### config.mk
export PLATFORM = sky130hd
export DESIGN_NAME = wp_range_ctrl
export DESIGN_NICKNAME = d
export VERILOG_FILES = /design/src/rtl/wp_pkg.sv /design/src/rtl/wp_cfg_reg.sv /design/src/rtl/wp_range_decode.sv /design/src/rtl/wp_access_check.sv /design/src/rtl/wp_range_ctrl.sv
export SDC_FILE = /design/constraint.sdc
export NUM_CORES = 1
export LEC_CHECK = 0
export BUFFER_PORTS_ARGS = -buffer_cell sky130_fd_sc_hd__clkbuf_2
export CAP_MARGIN = 25
export CORE_UTILIZATION = 58
export CTS_CLUSTER_DIAMETER = 30
export DETAILED_ROUTE_END_ITERATION = 10
export MAX_ROUTING_LAYER = met4
export PLACE_DENSITY = 0.82
export SYNTH_ARGS = -nofsm -noshare
export SYNTH_HDL_FRONTEND = slang
export SYNTH_SLANG_ARGS = --single-unit
### constraint.sdc
create_clock -name clk -period 4.55 [get_ports clk]
set_clock_uncertainty 0.1 [all_clocks]
set_input_delay 0.91 -clock clk [delete_from_list [all_inputs] [get_ports clk]]
set_output_delay 0.91 -clock clk [all_outputs]
set_load 0.005 [all_outputs]
### src/rtl/wp_pkg.sv
package wp_pkg;

    // Configuration word as stored; bit order is the software-visible layout.
    typedef struct packed {
        logic       perm;    // bit 7
        logic       lock;    // bit 6
        logic       inv;     // bit 5
        logic       fine;    // bit 4
        logic       bottom;  // bit 3
        logic [2:0] size;    // bits 2:0
    } wp_cfg_t;

    typedef enum logic [1:0] {
        MODE_OFF  = 2'd0,
        MODE_HW   = 2'd1,
        MODE_PERM = 2'd2
    } wp_mode_e;

    typedef enum logic [1:0] {
        ACC_BYTE = 2'd0,
        ACC_SECT = 2'd1,
        ACC_BLK  = 2'd2,
        ACC_CHIP = 2'd3
    } acc_kind_e;

endpackage

### src/rtl/wp_cfg_reg.sv
module wp_cfg_reg
    import wp_pkg::*;
(
    input  logic       clk,
    input  logic       rst_n,
    input  logic       wr_en,
    input  logic [7:0] wdata,
    input  logic       guard_n,
    output wp_cfg_t    cfg_cur,
    output wp_cfg_t    cfg_nxt
);

    wp_cfg_t cfg_d, cfg_q;
    logic    frozen;

    always_comb begin
        frozen = cfg_q.lock && !guard_n;
        cfg_d  = cfg_q;
        if (wr_en && !frozen) begin
            cfg_d = wp_cfg_t'(wdata);
        end
    end

    always_ff @(posedge clk or negedge rst_n) begin
        if (!rst_n) begin
            cfg_q <= '0;
        end else begin
            cfg_q <= cfg_d;
        end
    end

    assign cfg_cur = cfg_q;
    assign cfg_nxt = cfg_d;

endmodule

### src/rtl/wp_range_decode.sv
module wp_range_decode
    import wp_pkg::*;
#(
    parameter int ADDR_W     = 23,
    parameter int FINE_SHIFT = 12
) (
    input  wp_cfg_t           cfg,
    output logic [ADDR_W-1:0] start,
    output logic [ADDR_W:0]   len,
    output logic [1:0]        mode
);

    localparam int LEN_W = ADDR_W + 1;
    localparam logic [LEN_W-1:0] TOTAL    = LEN_W'(1) << ADDR_W;
    localparam int               FINE_MAX = 4;   // size codes at or above this saturate

    logic [LEN_W-1:0] base_len;
    wp_mode_e         mode_v;

    // Size code to window length before placement and inversion.
    always_comb begin
        base_len = '0;
        if (cfg.size != 3'd0) begin
            if (cfg.fine) begin
                if (int'(cfg.size) >= FINE_MAX) begin
                    base_len = LEN_W'(1) << (FINE_SHIFT + FINE_MAX - 1);
                end else begin
                    base_len = LEN_W'(1) << (FINE_SHIFT + int'(cfg.size) - 1);
                end
            end else if (cfg.size == 3'd7) begin
                base_len = TOTAL;
            end else begin
                base_len = TOTAL >> (7 - int'(cfg.size));
            end
        end
    end

    // Placement and complement.
    always_comb begin
        if (!cfg.inv) begin
            len = base_len;
            if (cfg.bottom || base_len == '0) begin
                start = '0;
            end else begin
                start = ADDR_W'(TOTAL - base_len);
            end
        end else begin
            len = TOTAL - base_len;
            if (cfg.bottom && base_len != TOTAL) begin
                start = ADDR_W'(base_len);
            end else begin
                start = '0;
            end
        end
    end

    always_comb begin
        if (!cfg.lock) begin
            mode_v = MODE_OFF;
        end else if (!cfg.perm) begin
            mode_v = MODE_HW;
        end else begin
            mode_v = MODE_PERM;
        end
        mode = mode_v;
    end

endmodule

### src/rtl/wp_access_check.sv
module wp_access_check
    import wp_pkg::*;
#(
    parameter int ADDR_W     = 23,
    parameter int FINE_SHIFT = 12,
    parameter int BLK_SHIFT  = 16
) (
    input  logic              clk,
    input  logic              rst_n,
    input  logic              req,
    input  logic [1:0]        kind,
    input  logic [ADDR_W-1:0] addr,
    input  logic [ADDR_W-1:0] prot_start,
    input  logic [ADDR_W:0]   prot_len,
    output logic              valid,
    output logic              allow,
    output logic              err
);

    localparam int LEN_W = ADDR_W + 1;
    localparam logic [ADDR_W-1:0] SECT_MASK = ADDR_W'((64'd1 << FINE_SHIFT) - 64'd1);
    localparam logic [ADDR_W-1:0] BLK_MASK  = ADDR_W'((64'd1 << BLK_SHIFT) - 64'd1);

    typedef struct packed {
        logic valid;
        logic allow;
        logic err;
    } res_t;

    res_t             res_d, res_q;
    logic [ADDR_W-1:0] lo, hi;
    logic [LEN_W-1:0]  prot_last;
    logic              overlap;

    always_comb begin
        unique case (acc_kind_e'(kind))
            ACC_BYTE: begin
                lo = addr;
                hi = addr;
            end
            ACC_SECT: begin
                lo = addr & ~SECT_MASK;
                hi = addr | SECT_MASK;
            end
            ACC_BLK: begin
                lo = addr & ~BLK_MASK;
                hi = addr | BLK_MASK;
            end
            default: begin
                lo = '0;
                hi = '1;
            end
        endcase

        prot_last = {1'b0, prot_start} + prot_len - LEN_W'(1);
        overlap   = (prot_len != '0)
                 && ({1'b0, hi} >= {1'b0, prot_start})
                 && ({1'b0, lo} <= prot_last);

        res_d.valid = req;
        res_d.allow = req && !overlap;
        res_d.err   = req && overlap;
    end

    always_ff @(posedge clk or negedge rst_n) begin
        if (!rst_n) begin
            res_q <= '0;
        end else begin
            res_q <= res_d;
        end
    end

    assign valid = res_q.valid;
    assign allow = res_q.allow;
    assign err   = res_q.err;

endmodule

### src/rtl/wp_range_ctrl.sv
module wp_range_ctrl
    import wp_pkg::*;
#(
    parameter int ADDR_W     = 23,
    parameter int FINE_SHIFT = 12,
    parameter int BLK_SHIFT  = 16
) (
    input  logic              clk,
    input  logic              rst_n,
    input  logic              cfg_wr,
    input  logic [7:0]        cfg_wdata,
    input  logic              guard_n,
    output logic [7:0]        cfg_rd,
    output logic [ADDR_W-1:0] prot_start,
    output logic [ADDR_W:0]   prot_len,
    output logic [1:0]        prot_mode,
    input  logic              chk_req,
    input  logic [1:0]        chk_kind,
    input  logic [ADDR_W-1:0] chk_addr,
    output logic              chk_valid,
    output logic              chk_allow,
    output logic              chk_err
);

    typedef struct packed {
        logic [ADDR_W-1:0] start;
        logic [ADDR_W:0]   len;
        logic [1:0]        mode;
    } win_t;

    wp_cfg_t cfg_cur, cfg_nxt;
    win_t    win_d, win_q;
    logic [ADDR_W-1:0] dec_start;
    logic [ADDR_W:0]   dec_len;
    logic [1:0]        dec_mode;

    wp_cfg_reg u_cfg (
        .clk     (clk),
        .rst_n   (rst_n),
        .wr_en   (cfg_wr),
        .wdata   (cfg_wdata),
        .guard_n (guard_n),
        .cfg_cur (cfg_cur),
        .cfg_nxt (cfg_nxt)
    );

    // Decode the word being stored so the window lands with the word itself.
    wp_range_decode #(
        .ADDR_W     (ADDR_W),
        .FINE_SHIFT (FINE_SHIFT)
    ) u_dec (
        .cfg   (cfg_nxt),
        .start (dec_start),
        .len   (dec_len),
        .mode  (dec_mode)
    );

    always_comb begin
        win_d.start = dec_start;
        win_d.len   = dec_len;
        win_d.mode  = dec_mode;
    end

    always_ff @(posedge clk or negedge rst_n) begin
        if (!rst_n) begin
            win_q <= '0;
        end else begin
            win_q <= win_d;
        end
    end

    wp_access_check #(
        .ADDR_W     (ADDR_W),
        .FINE_SHIFT (FINE_SHIFT),
        .BLK_SHIFT  (BLK_SHIFT)
    ) u_acc (
        .clk        (clk),
        .rst_n      (rst_n),
        .req        (chk_req),
        .kind       (chk_kind),
        .addr       (chk_addr),
        .prot_start (win_q.start),
        .prot_len   (win_q.len),
        .valid      (chk_valid),
        .allow      (chk_allow),
        .err        (chk_err)
    );

    assign cfg_rd     = cfg_cur;
    assign prot_start = win_q.start;
    assign prot_len   = win_q.len;
    assign prot_mode  = win_q.mode;

endmodule

==> results of run 1 <==
per-layer routing:
layer  up-vias  track usage, %  wire length [µm]  share of wire (%)
li1       2743               -                 -                  -
met2       228            51.9              7960                 48
met4         0            15.2               662                4.0
met1      2648            38.4              7140                 43
met5         -               -                 0                  0
met3        51            3.21               819                4.9
cell type report:
type | count | share of cell area [%]
flip-flops and latches | 60 | 21.0
well taps | 133 | 2.33
inverters | 119 | 6.28
repair buffers | 117 | 8.89
multi-input cells | 536 | 59.1
clock inverters | 4 | 0.350
clock buffers | 12 | 2.03
critical path: cells and delay by family, from the launching register on:
| family | cells | cell delay, ns |
|---|---|---|
| buffers and inverters | 5 | 0.48 |
| AND/OR/NAND/NOR | 6 | 1.41 |
| XOR/XNOR | 1 | 0.14 |
| AO/OA/AOI/OAI | 5 | 0.64 |
| adder cells (fa/ha/maj) | 4 | 1.19 |
| flip-flops | 1 | 0.36 |
timing repair:
action                     in CTS  in global routing
setup endpoints to repair       2                  2
setup buffers                   0                  8
pin swaps                       2                 19
gates resized for setup         3                 42
cells in the mapped netlist, types with 4 or more instances:
library cell	number
ha_1	102
nand2_1	47
o21ai_0	19
a31oi_1	6
mux2i_1	5
nand3_1	12
and2_1	23
xor2_1	12
clkbuf_1	16
nor3_1	9
a211oi_1	7
nor4_1	9
o21a_1	9
or2_2	9
mux2_2	4
a21oi_1	49
nor2b_1	11
nand2b_1	17
nand4_1	12
xnor2_1	6
inv_1	115
nor2_1	46
a21o_1	15
and3_1	8
o31ai_1	4
o211ai_1	8
dfrtp_1	60
path summary, 6_finish.rpt:
path,from,slack (ns),end,depth (start not counted)
min,rst_n,0.47,u_cfg.cfg_cur[4],1
min in group clk,u_cfg.cfg_cur[7],0.47,u_cfg.cfg_cur[7],1
min reg2reg,u_cfg.cfg_cur[7],0.47,u_cfg.cfg_cur[7],1
max,prot_len[1],0.11,u_acc.err,21
max reg2reg,prot_len[1],0.11,u_acc.err,21
max in group asynchronous,rst_n,2.99,prot_len[18],2
kinds of logic (layout without fill, tap and decap cells):
kind of cell / count (synthesis) / count (layout) / synth area share, %
muxes: 10 / 10 / 1.82
buffers and inverters: 136 / 252 / 8.63
adders and majority gates: 103 / 103 / 21.6
DFF: 60 / 60 / 25.1
xor gates and xnor gates: 18 / 18 / 2.63
and+or+nand+nor: 226 / 226 / 20.4
other: 2 / 10 / 0.125
AOI/OAI and AO/OA: 169 / 169 / 19.7
per-stage QoR:
stage | std cells | hold slack [ns]
2_1_floorplan | 732 | 0.429
6_report | 981 | 0.466
3_3_place_gp | 957 | 0.426
3_5_place_dp | 957 | 0.452
5_1_grt | 981 | 0.480
4_1_cts | 973 | 0.469
layout by cell type (no fill, tap or decap), drive strengths merged, types with 7 or more instances in the layout:
cell type / n
a211oi: 7
a21o: 15
a21oi: 52
and2: 23
and3: 9
buf: 20
clkbuf: 109
conb: 10
dfrtp: 60
ha: 102
inv: 119
nand2: 49
nand2b: 18
nand3: 12
nand4: 13
nor2: 47
nor2b: 11
nor3: 11
nor4: 10
o211ai: 9
o21a: 9
o21ai: 23
or2: 11
xor2: 12
flip-flops by register name, indices dropped and copies added, names as in the netlist:
| signal | cells |
|---|---|
| u_acc.allow | 1 |
| u_acc.valid | 1 |
| u_acc.err | 1 |
| prot_len | 24 |
| prot_start | 23 |
| prot_mode | 2 |
| u_cfg.cfg_cur | 8 |
power by group:
| group | total (mW) | internal (mW) | switching (mW) |
|---|---|---|---|
| Sequential | 0.694 | 0.619 | 0.0751 |
| Clock | 0.412 | 0.211 | 0.202 |
| Combinational | 2.40 | 1.02 | 1.38 |
==> flow_summary.json, run 1 <==
{
  "run_status": "complete, no violations",
  "drv_slew": 0,
  "totalWireLength_mm": 16.6,
  "holdBufCountCts": 0,
  "fin_ws_ns": 0.113,
  "die_y_um": 104,
  "core_area_um2": 9910,
  "synth_area_leader_cell": "dfrtp_1",
  "period_share_pct": 97.5,
  "postLayoutCellArea_um2": 7150,
  "clk_path_buf_depth": 2,
  "cp_max_fo": 3,
  "ios": 98,
  "antenna_found_initial": 0,
  "avgRoutedWirePerCell_um": 16.9,
  "multi_input_area_um2": 4230,
  "synth-edff-count": 0,
  "cts_root_buffer": "clkbuf_8",
  "fin_nets": 984,
  "hpwl_mm": 13.4,
  "cts.sinks": 60,
  "path_class": "flop to flop",
  "num_rows": 36,
  "worst_slew_pin_slew_ns": 0.648,
  "die_w_um": 104,
  "period_needed_ns": 4.44,
  "drtIter0Drc": 280,
  "netlist_top_cells_area": "dfrtp_1, ha_1, inv_1",
  "report.final.setup_viol": 0,
  "fin_util_pct": 72.2,
  "cts.clk_slew.worst_paths_ns": 0.07,
  "critPathLaunchType": "flop",
  "drc": 0,
  "hold_violations": 0,
  "grt_pass1_vias": 5489,
  "grt_start_max_net_pins": 38,
  "grt.overflow.total": 0,
  "ir_worst_vdd_mv": 0.264,
  "synthFlopType": "dfrtp_1",
  "synth-seq-area-share_pct": 25.1,
  "place.gp.congestion": 0.992,
  "placed_area_um2": 6700,
  "leakagePower_nw": 3.66,
  "n_antenna_cell": 0,
  "grt_pass1_wl_mm": 26.2,
  "initial_utilization_pct": 60.5,
  "synth_cells": 724,
  "syn-cell-area_um2": 5990,
  "area_growth_pct": 19.4,
  "power.density_nw_per_um2": 490,
  "layout.area.seq_um2": 1500,
  "ant_nets": 0,
  "synthArstFlopShare_pct": 100,
  "dpl_worst_slack_ns": -0.0872,
  "drive_above_1_share_pct": 23.5,
  "vias_per_cell": 5.78,
  "ys_ff_latch": 60,
  "crit_slowest_cell": "or4b_4",
  "die-area_um2": 10700,
  "fin_tns_setup_ns": 0,
  "crit_chain": "inv_1 > ha_1 > inv_2 > ha_4 > inv_1 > fa_2 > nor2b_4 > o31ai_4 > buf_4 > o21ai_4 > buf_4 > a21oi_1 > xnor2_1 > ha_1 > nand4_1 > nor4_4 > a21boi_2 > o311ai_1 > nand2_1 > or4b_4 > and4_1",
  "max_stage_delay_ns": 0.47,
  "grt_util_all_layers_pct": 31.3,
  "required_ns": 4.68,
  "synth_top_area_share_pct": 25.1,
  "timing.slew.headroom_pct": 56.8,
  "port_buffers": 97,
  "drv_cap": 0,
  "cts_tree": "done",
  "h-tree-depth": 3,
  "cts_made_buffers": 9,
  "fillCellCount": 762,
  "hold_path.class": "input pin to async pin",
  "power_mw": 3.51,
  "endpoint_kind": "flop",
  "fmax_ghz": 0.225,
  "dr.pass1.iters": 5,
  "synthDistinctLibCells": 84,
  "clk-insertion-delay-late_ns": 0.34,
  "avgSynthCellArea_um2": 8.27,
  "cp.arrival_ns": 4.57,
  "dr_total_vias": 5670,
  "yosys_warnings": 0
}
(Power assumes the default switching activity.)
==> inputs of run 2 (changes only) <==
--- a/config.mk
+++ b/config.mk
@@ -5,6 +5,7 @@
 export SDC_FILE = /design/constraint.sdc
 export NUM_CORES = 1
 export LEC_CHECK = 0
+export ABC_AREA = 1
 export BUFFER_PORTS_ARGS = -buffer_cell sky130_fd_sc_hd__clkbuf_2
 export CAP_MARGIN = 25
 export CORE_UTILIZATION = 58
==> run 2 against run 1 <==
Against the previous run: design area decreased by 3.8%; critical endpoint unchanged; critical path depth increased by 5; combinational power decreased by 13%; wire length decreased by 11%; register-to-register slack improved by 0.47 ns.
==> flow_summary.json, run 2 <==
{
  "run_status": "complete, no violations",
  "p_switching_mw": 1.53,
  "final_common_cell": "inv_1",
  "grt_pass1_wl_mm": 24.5,
  "place.gp.congestion": 0.979,
  "vias_per_cell": 5.23,
  "power.density_nw_per_um2": 489,
  "holdBufCountCts": 0,
  "ff2ff_path_depth": 26,
  "cts_resized": 0,
  "grt_start_max_net_pins": 32,
  "hpwl_mm": 12.3,
  "h-tree-depth": 3,
  "synth.cells.most_frequent": "inv_1, nand2_1, ha_1, dfrtp_1, nor2_1",
  "worst_slew_pin_slew_ns": 0.676,
  "port_buffers": 97,
  "die_w_um": 103,
  "placed_area_um2": 6630,
  "drv_cap": 0,
  "dr.pass1.iters": 5,
  "synth-edff-count": 0,
  "post_cts_buffers": 0,
  "largest_register_ffs": 24,
  "ant_nets": 0,
  "area_growth_pct": 15.4,
  "synth-seq-area-share_pct": 25.2,
  "power_frac_comb_pct": 62.1,
  "ios": 98,
  "report.final.setup_viol": 0,
  "synthDistinctLibCells": 42,
  "hold_path.class": "input pin to async pin",
  "fin_nets": 1080,
  "power_frac_seq_pct": 20.5,
  "dr_total_vias": 5635,
  "totalWireLength_mm": 14.8,
  "drv_slew": 0,
  "ys_ff_latch": 60,
  "syn-cell-area_um2": 5960,
  "antenna_found_initial": 0,
  "grt.overflow.total": 0,
  "met2_length_mm": 7.11,
  "hold_violations": 0,
  "ir_worst_vdd_mv": 0.214,
  "clk_path_buf_depth": 2,
  "p_sw_share_pct": 45.5,
  "drc": 0,
  "cp_max_fo": 3,
  "synthFlopType": "dfrtp_1",
  "num_rows": 36,
  "critPathLaunchType": "flop",
  "fmax_ghz": 0.252,
  "cts.sinks": 60,
  "avgSynthCellArea_um2": 7.20,
  "cts_made_buffers": 9,
  "leakagePower_nw": 4.08,
  "die_y_um": 103,
  "intPower_mw": 1.83,
  "required_ns": 4.66,
  "synthArstFlopShare_pct": 100,
  "grt_util_all_layers_pct": 30.9,
  "synth_area_leader_cell": "dfrtp_1",
  "synth_cells": 828,
  "fin_tns_setup_ns": 0,
  "synth_top_area_share_pct": 25.2,
  "yosys_warnings": 0,
  "path_class": "flop to flop",
  "final_cell_mix": "inv_1, nand2_1, ha_1",
  "netlist_top_cells_area": "dfrtp_1, ha_1, inv_1",
  "drtIter0Drc": 234,
  "wl_met3_um": 486,
  "rsz0062_at_grt": "no",
  "endpoint_kind": "flop",
  "period_share_pct": 87.2,
  "drive_above_1_share_pct": 16.5,
  "cp.arrival_ns": 4.08,
  "initial_utilization_pct": 60.5,
  "cts_tree": "done",
  "drt-met1-wl_mm": 6.66,
  "maxUsedRoutingLayer": "met4",
  "clockPowerShare_pct": 17.4,
  "postLayoutCellArea_um2": 6880,
  "clk-insertion-delay-late_ns": 0.33,
  "cts_root_buffer": "clkbuf_8",
  "power_mw": 3.36,
  "period_needed_ns": 3.97,
  "n_antenna_cell": 0,
  "timing.slew.headroom_pct": 55.0,
  "cts.clk_slew.worst_paths_ns": 0.07,
  "avgRoutedWirePerCell_um": 13.8,
  "fin_util_pct": 69.8,
  "die-area_um2": 10700,
  "synth_most_common_cell": "inv_1",
  "core_area_um2": 9860,
  "grt_pass1_vias": 5363
}
==> run 2: metal layers <==
layer	GRT usage (%)	up-vias
met4	13.4	0
met2	51.5	155
met5	-	-
li1	-	2869
met3	2.42	43
met1	38.7	2568
==> run 2: final cells by class <==
type,count,area [µm²]
tap,133,166
sequential,60,1500
inverter,193,727
clock inverter,4,95.1
timing repair buffer,101,515
multi-input combinational,574,3720
fill,814,2980
clock buffer,12,155
==> run 2: per-stage QoR <==
step,hold WS (ns),setup WS (ns),std cells
floorplan,0.471,1.20,836
global placement,0.502,0.705,1061
detailed placement,0.498,0.624,1061
CTS,0.513,0.616,1077
global route,0.550,0.233,1077
finish,0.513,0.583,1077
==> run 2: cells by family after synthesis <==
| group | synth area share (%) |
|---|---|
| XOR/XNOR | 3.67 |
| other | 0.126 |
| AND/OR/NAND/NOR | 25.5 |
| buffers and inverters | 12.9 |
| adder cells (fa/ha/maj) | 21.7 |
| flip-flops | 25.2 |
| AO/OA/AOI/OAI | 10.8 |
==> run 2: worst max-delay path: stages, from the launching register on <==
cell     delay, ns
dfrtp_1       0.39
inv_1         0.13
ha_1          0.25
inv_1         0.06
ha_1          0.16
inv_1         0.05
fa_1          0.39
inv_1         0.09
nand3_1       0.07
nand2_1       0.14
a21oi_1       0.11
o21ai_0       0.31
xnor2_1       0.13
ha_1          0.31
nand4_1       0.12
nor3_1        0.32
nand2_1       0.09
nand2_1       0.09
nand2_1       0.05
nand2_1       0.05
nand2_1       0.04
nand2_1       0.05
nand2_1       0.04
nand2_1       0.06
nand2_1       0.08
nand2_1       0.08
nor2_1        0.05
==> run 2: power by group through the flow <==
stage | sequential, mW | clock, mW | combinational (mW)
global placement | 0.694 | 0 | 2.03
detailed placement | 0.693 | 0 | 2.06
CTS | 0.686 | 0.593 | 2.08
finish | 0.689 | 0.586 | 2.09
floorplan | 0.688 | 0 | 1.52
global route | 0.696 | 0.620 | 2.39
==> run 2: final timing paths <==
path	startpoint	end	slack, ns
max	prot_start[1]	u_acc.err	0.58
min	rst_n	prot_start[11]	0.51
max reg2reg	prot_start[1]	u_acc.err	0.58
min reg2reg	u_cfg.cfg_cur[4]	u_cfg.cfg_cur[4]	0.52
max in group asynchronous	rst_n	u_cfg.cfg_cur[6]	3.01
min in group clk	u_cfg.cfg_cur[4]	u_cfg.cfg_cur[4]	0.52
==> inputs of run 3 (changes only) <==
--- a/config.mk
+++ b/config.mk
@@ -5,9 +5,9 @@
 export SDC_FILE = /design/constraint.sdc
 export NUM_CORES = 1
 export LEC_CHECK = 0
-export ABC_AREA = 1
 export BUFFER_PORTS_ARGS = -buffer_cell sky130_fd_sc_hd__clkbuf_2
 export CAP_MARGIN = 25
+export CORE_MARGIN = 8
 export CORE_UTILIZATION = 58
 export CTS_CLUSTER_DIAMETER = 30
 export DETAILED_ROUTE_END_ITERATION = 10
==> run 3 against run 2 <==
Against the previous run: setup slack worse by 0.42 ns; sequential share of layout area is 0.58 points lower; first-iteration DRC count is 34% higher; via count is 0.32% higher; critical path type unchanged; non-clock buffer count is 14 higher; combinational power is 11% higher; wire length is 15% higher; sequential cell count stayed put; register-to-register slack worse by 0.42 ns; utilization is 0.35 points lower; maximum frequency is 9.5% lower; hold slack worse by 0.059 ns.
==> flow_summary.json, run 3 (synthesized netlist as in run 1, its figures left out) <==
{
  "die_y_um": 118,
  "h-tree-depth": 3,
  "grt.overflow.total": 0,
  "fin_tns_setup_ns": 0,
  "num_rows": 37,
  "required_ns": 4.67,
  "cp_max_fo": 4,
  "multi_input_area_um2": 4160,
  "fmax_ghz": 0.228,
  "die-area_um2": 13800,
  "initial_utilization_pct": 58.8,
  "area_growth_pct": 18.0,
  "dr_total_vias": 5653,
  "final_cell_mix": "inv_1, ha_1, clkbuf_2",
  "grt_pass1_vias": 5683,
  "ant_nets": 0,
  "cts_root_buffer": "clkbuf_8",
  "crit_chain": "inv_1 > ha_1 > inv_1 > ha_1 > o21ai_0 > o21bai_1 > a21oi_2 > o21bai_1 > a21oi_1 > xor2_1 > ha_1 > nand4_1 > nor4_4 > a21boi_2 > o311ai_1 > nand2_1 > or4b_4 > and4_1",
  "cts.sinks": 60,
  "power.density_nw_per_um2": 486,
  "place.gp.congestion": 0.995,
  "crit_slowest_cell": "or4b_4",
  "n_antenna_cell": 0,
  "port_buffers": 97,
  "cts_tree": "done",
  "run_status": "complete, no violations",
  "critPathLaunchType": "flop",
  "hold_path.class": "flop to flop",
  "hold_violations": 0,
  "timing.slew.headroom_pct": 58.1,
  "max_stage_delay_ns": 0.46,
  "grt_util_all_layers_pct": 24.6,
  "grt_pass1_wl_mm": 27.3,
  "drive_above_1_share_pct": 22.9,
  "period_share_pct": 96.3,
  "leakagePower_nw": 3.65,
  "drc": 0,
  "vias_per_cell": 5.76,
  "cp.arrival_ns": 4.50,
  "avgRoutedWirePerCell_um": 17.4,
  "period_needed_ns": 4.38,
  "ios": 98,
  "drv_slew": 0,
  "totalWireLength_mm": 17.1,
  "ir_worst_vdd_mv": 0.312,
  "final_common_cell": "inv_1",
  "core_area_um2": 10200,
  "power_mw": 3.44,
  "cts.clk_slew.worst_paths_ns": 0.07,
  "antenna_found_initial": 0,
  "cts_made_buffers": 9,
  "grt_start_max_net_pins": 37,
  "dpl_worst_slack_ns": -0.101,
  "holdBufCountCts": 0,
  "worst_slew_pin_slew_ns": 0.629,
  "path_class": "flop to flop",
  "endpoint_kind": "flop",
  "fin_ws_ns": 0.167,
  "fillCellCount": 850,
  "drv_cap": 0,
  "fin_nets": 982,
  "report.final.setup_viol": 0,
  "clk_path_buf_depth": 2,
  "clk-insertion-delay-late_ns": 0.33,
  "crit_top_cell": "ha_1",
  "hpwl_mm": 14.0,
  "die_w_um": 118,
  "layout.area.seq_um2": 1500,
  "drtIter0Drc": 314,
  "largest_register_ffs": 24,
  "dr.pass1.iters": 5
}
[run 3: cell count changes in the layout (fill, tap and decap cells not counted), moves of 9 or more]
cell	delta
nand2_1	-116
inv_1	-74
nand3_1	-32
and2_1	+23
nand2b_1	+17
buf_4	+14
nor2_1	-12
o21ai_0	-12
nor2b_1	+10
xnor2_1	-9
[run 3: area by class of cell]
type | instances | area share (%)
Inverter | 119 | 6.35
Timing Repair Buffer | 115 | 8.78
Clock buffer | 11 | 2.00
Tap cell | 136 | 2.41
Clock inverter | 5 | 0.389
Sequential cell | 60 | 21.2
Multi-Input combinational cell | 536 | 58.8
[run 3: worst max-delay path, delay by kind of cell, from the launching register on]
family          cells  cell delay [ns]
compound gates      7             1.31
xor+xnor            1             0.09
fa+ha+maj           3             0.92
buf+inv             2             0.12
flops               1             0.37
simple gates        5             1.36
[run 3: repair_timing]
item,in CTS,in global routing
resized for setup,5,33
setup endpoints to repair,2,2
buffers inserted,1,4
pin swaps,3,15
[run 3: final timing paths]
check,startpoint,to,slack (ns),cells after the start
worst max-delay path,prot_start[3],u_acc.err,0.17,18
worst min-delay path,u_cfg.cfg_cur[7],u_cfg.cfg_cur[7],0.45,1
worst max register to register,prot_start[3],u_acc.err,0.17,18
worst min register to register,u_cfg.cfg_cur[7],u_cfg.cfg_cur[7],0.45,1
max in group asynchronous,rst_n,prot_len[11],3.01,2
min in group asynchronous,rst_n,u_cfg.cfg_cur[4],0.48,1
[run 3: where the power goes]
part	internal [mW]	switching (mW)	total [mW]	leakage (nW)
registers	0.619	0.0744	0.693	0.759
logic	0.984	1.34	2.33	2.81
clock network	0.209	0.207	0.415	0.0889
[run 3: routing by layer]
metal  global-route usage (%)  wire (µm)  vias to the layer above
li1                         -          -                     2743
met1                     28.4       7160                     2623
met2                     41.3       8300                      232
met3                     3.36        929                       55
met4                     12.0        701                        0
met5                        -          0                        -
[run 3: through the flow]
stage          hold slack, ns  instances  cell area [µm²]  util [%]
2_1_floorplan           0.429        732             6020         -
3_3_place_gp            0.429        961             6710      65.8
3_5_place_dp            0.433        961             6710      65.8
4_1_cts                 0.451        978             6900      67.8
5_1_grt                 0.475        982             7070      69.4
6_report                0.454        982             7070      69.4
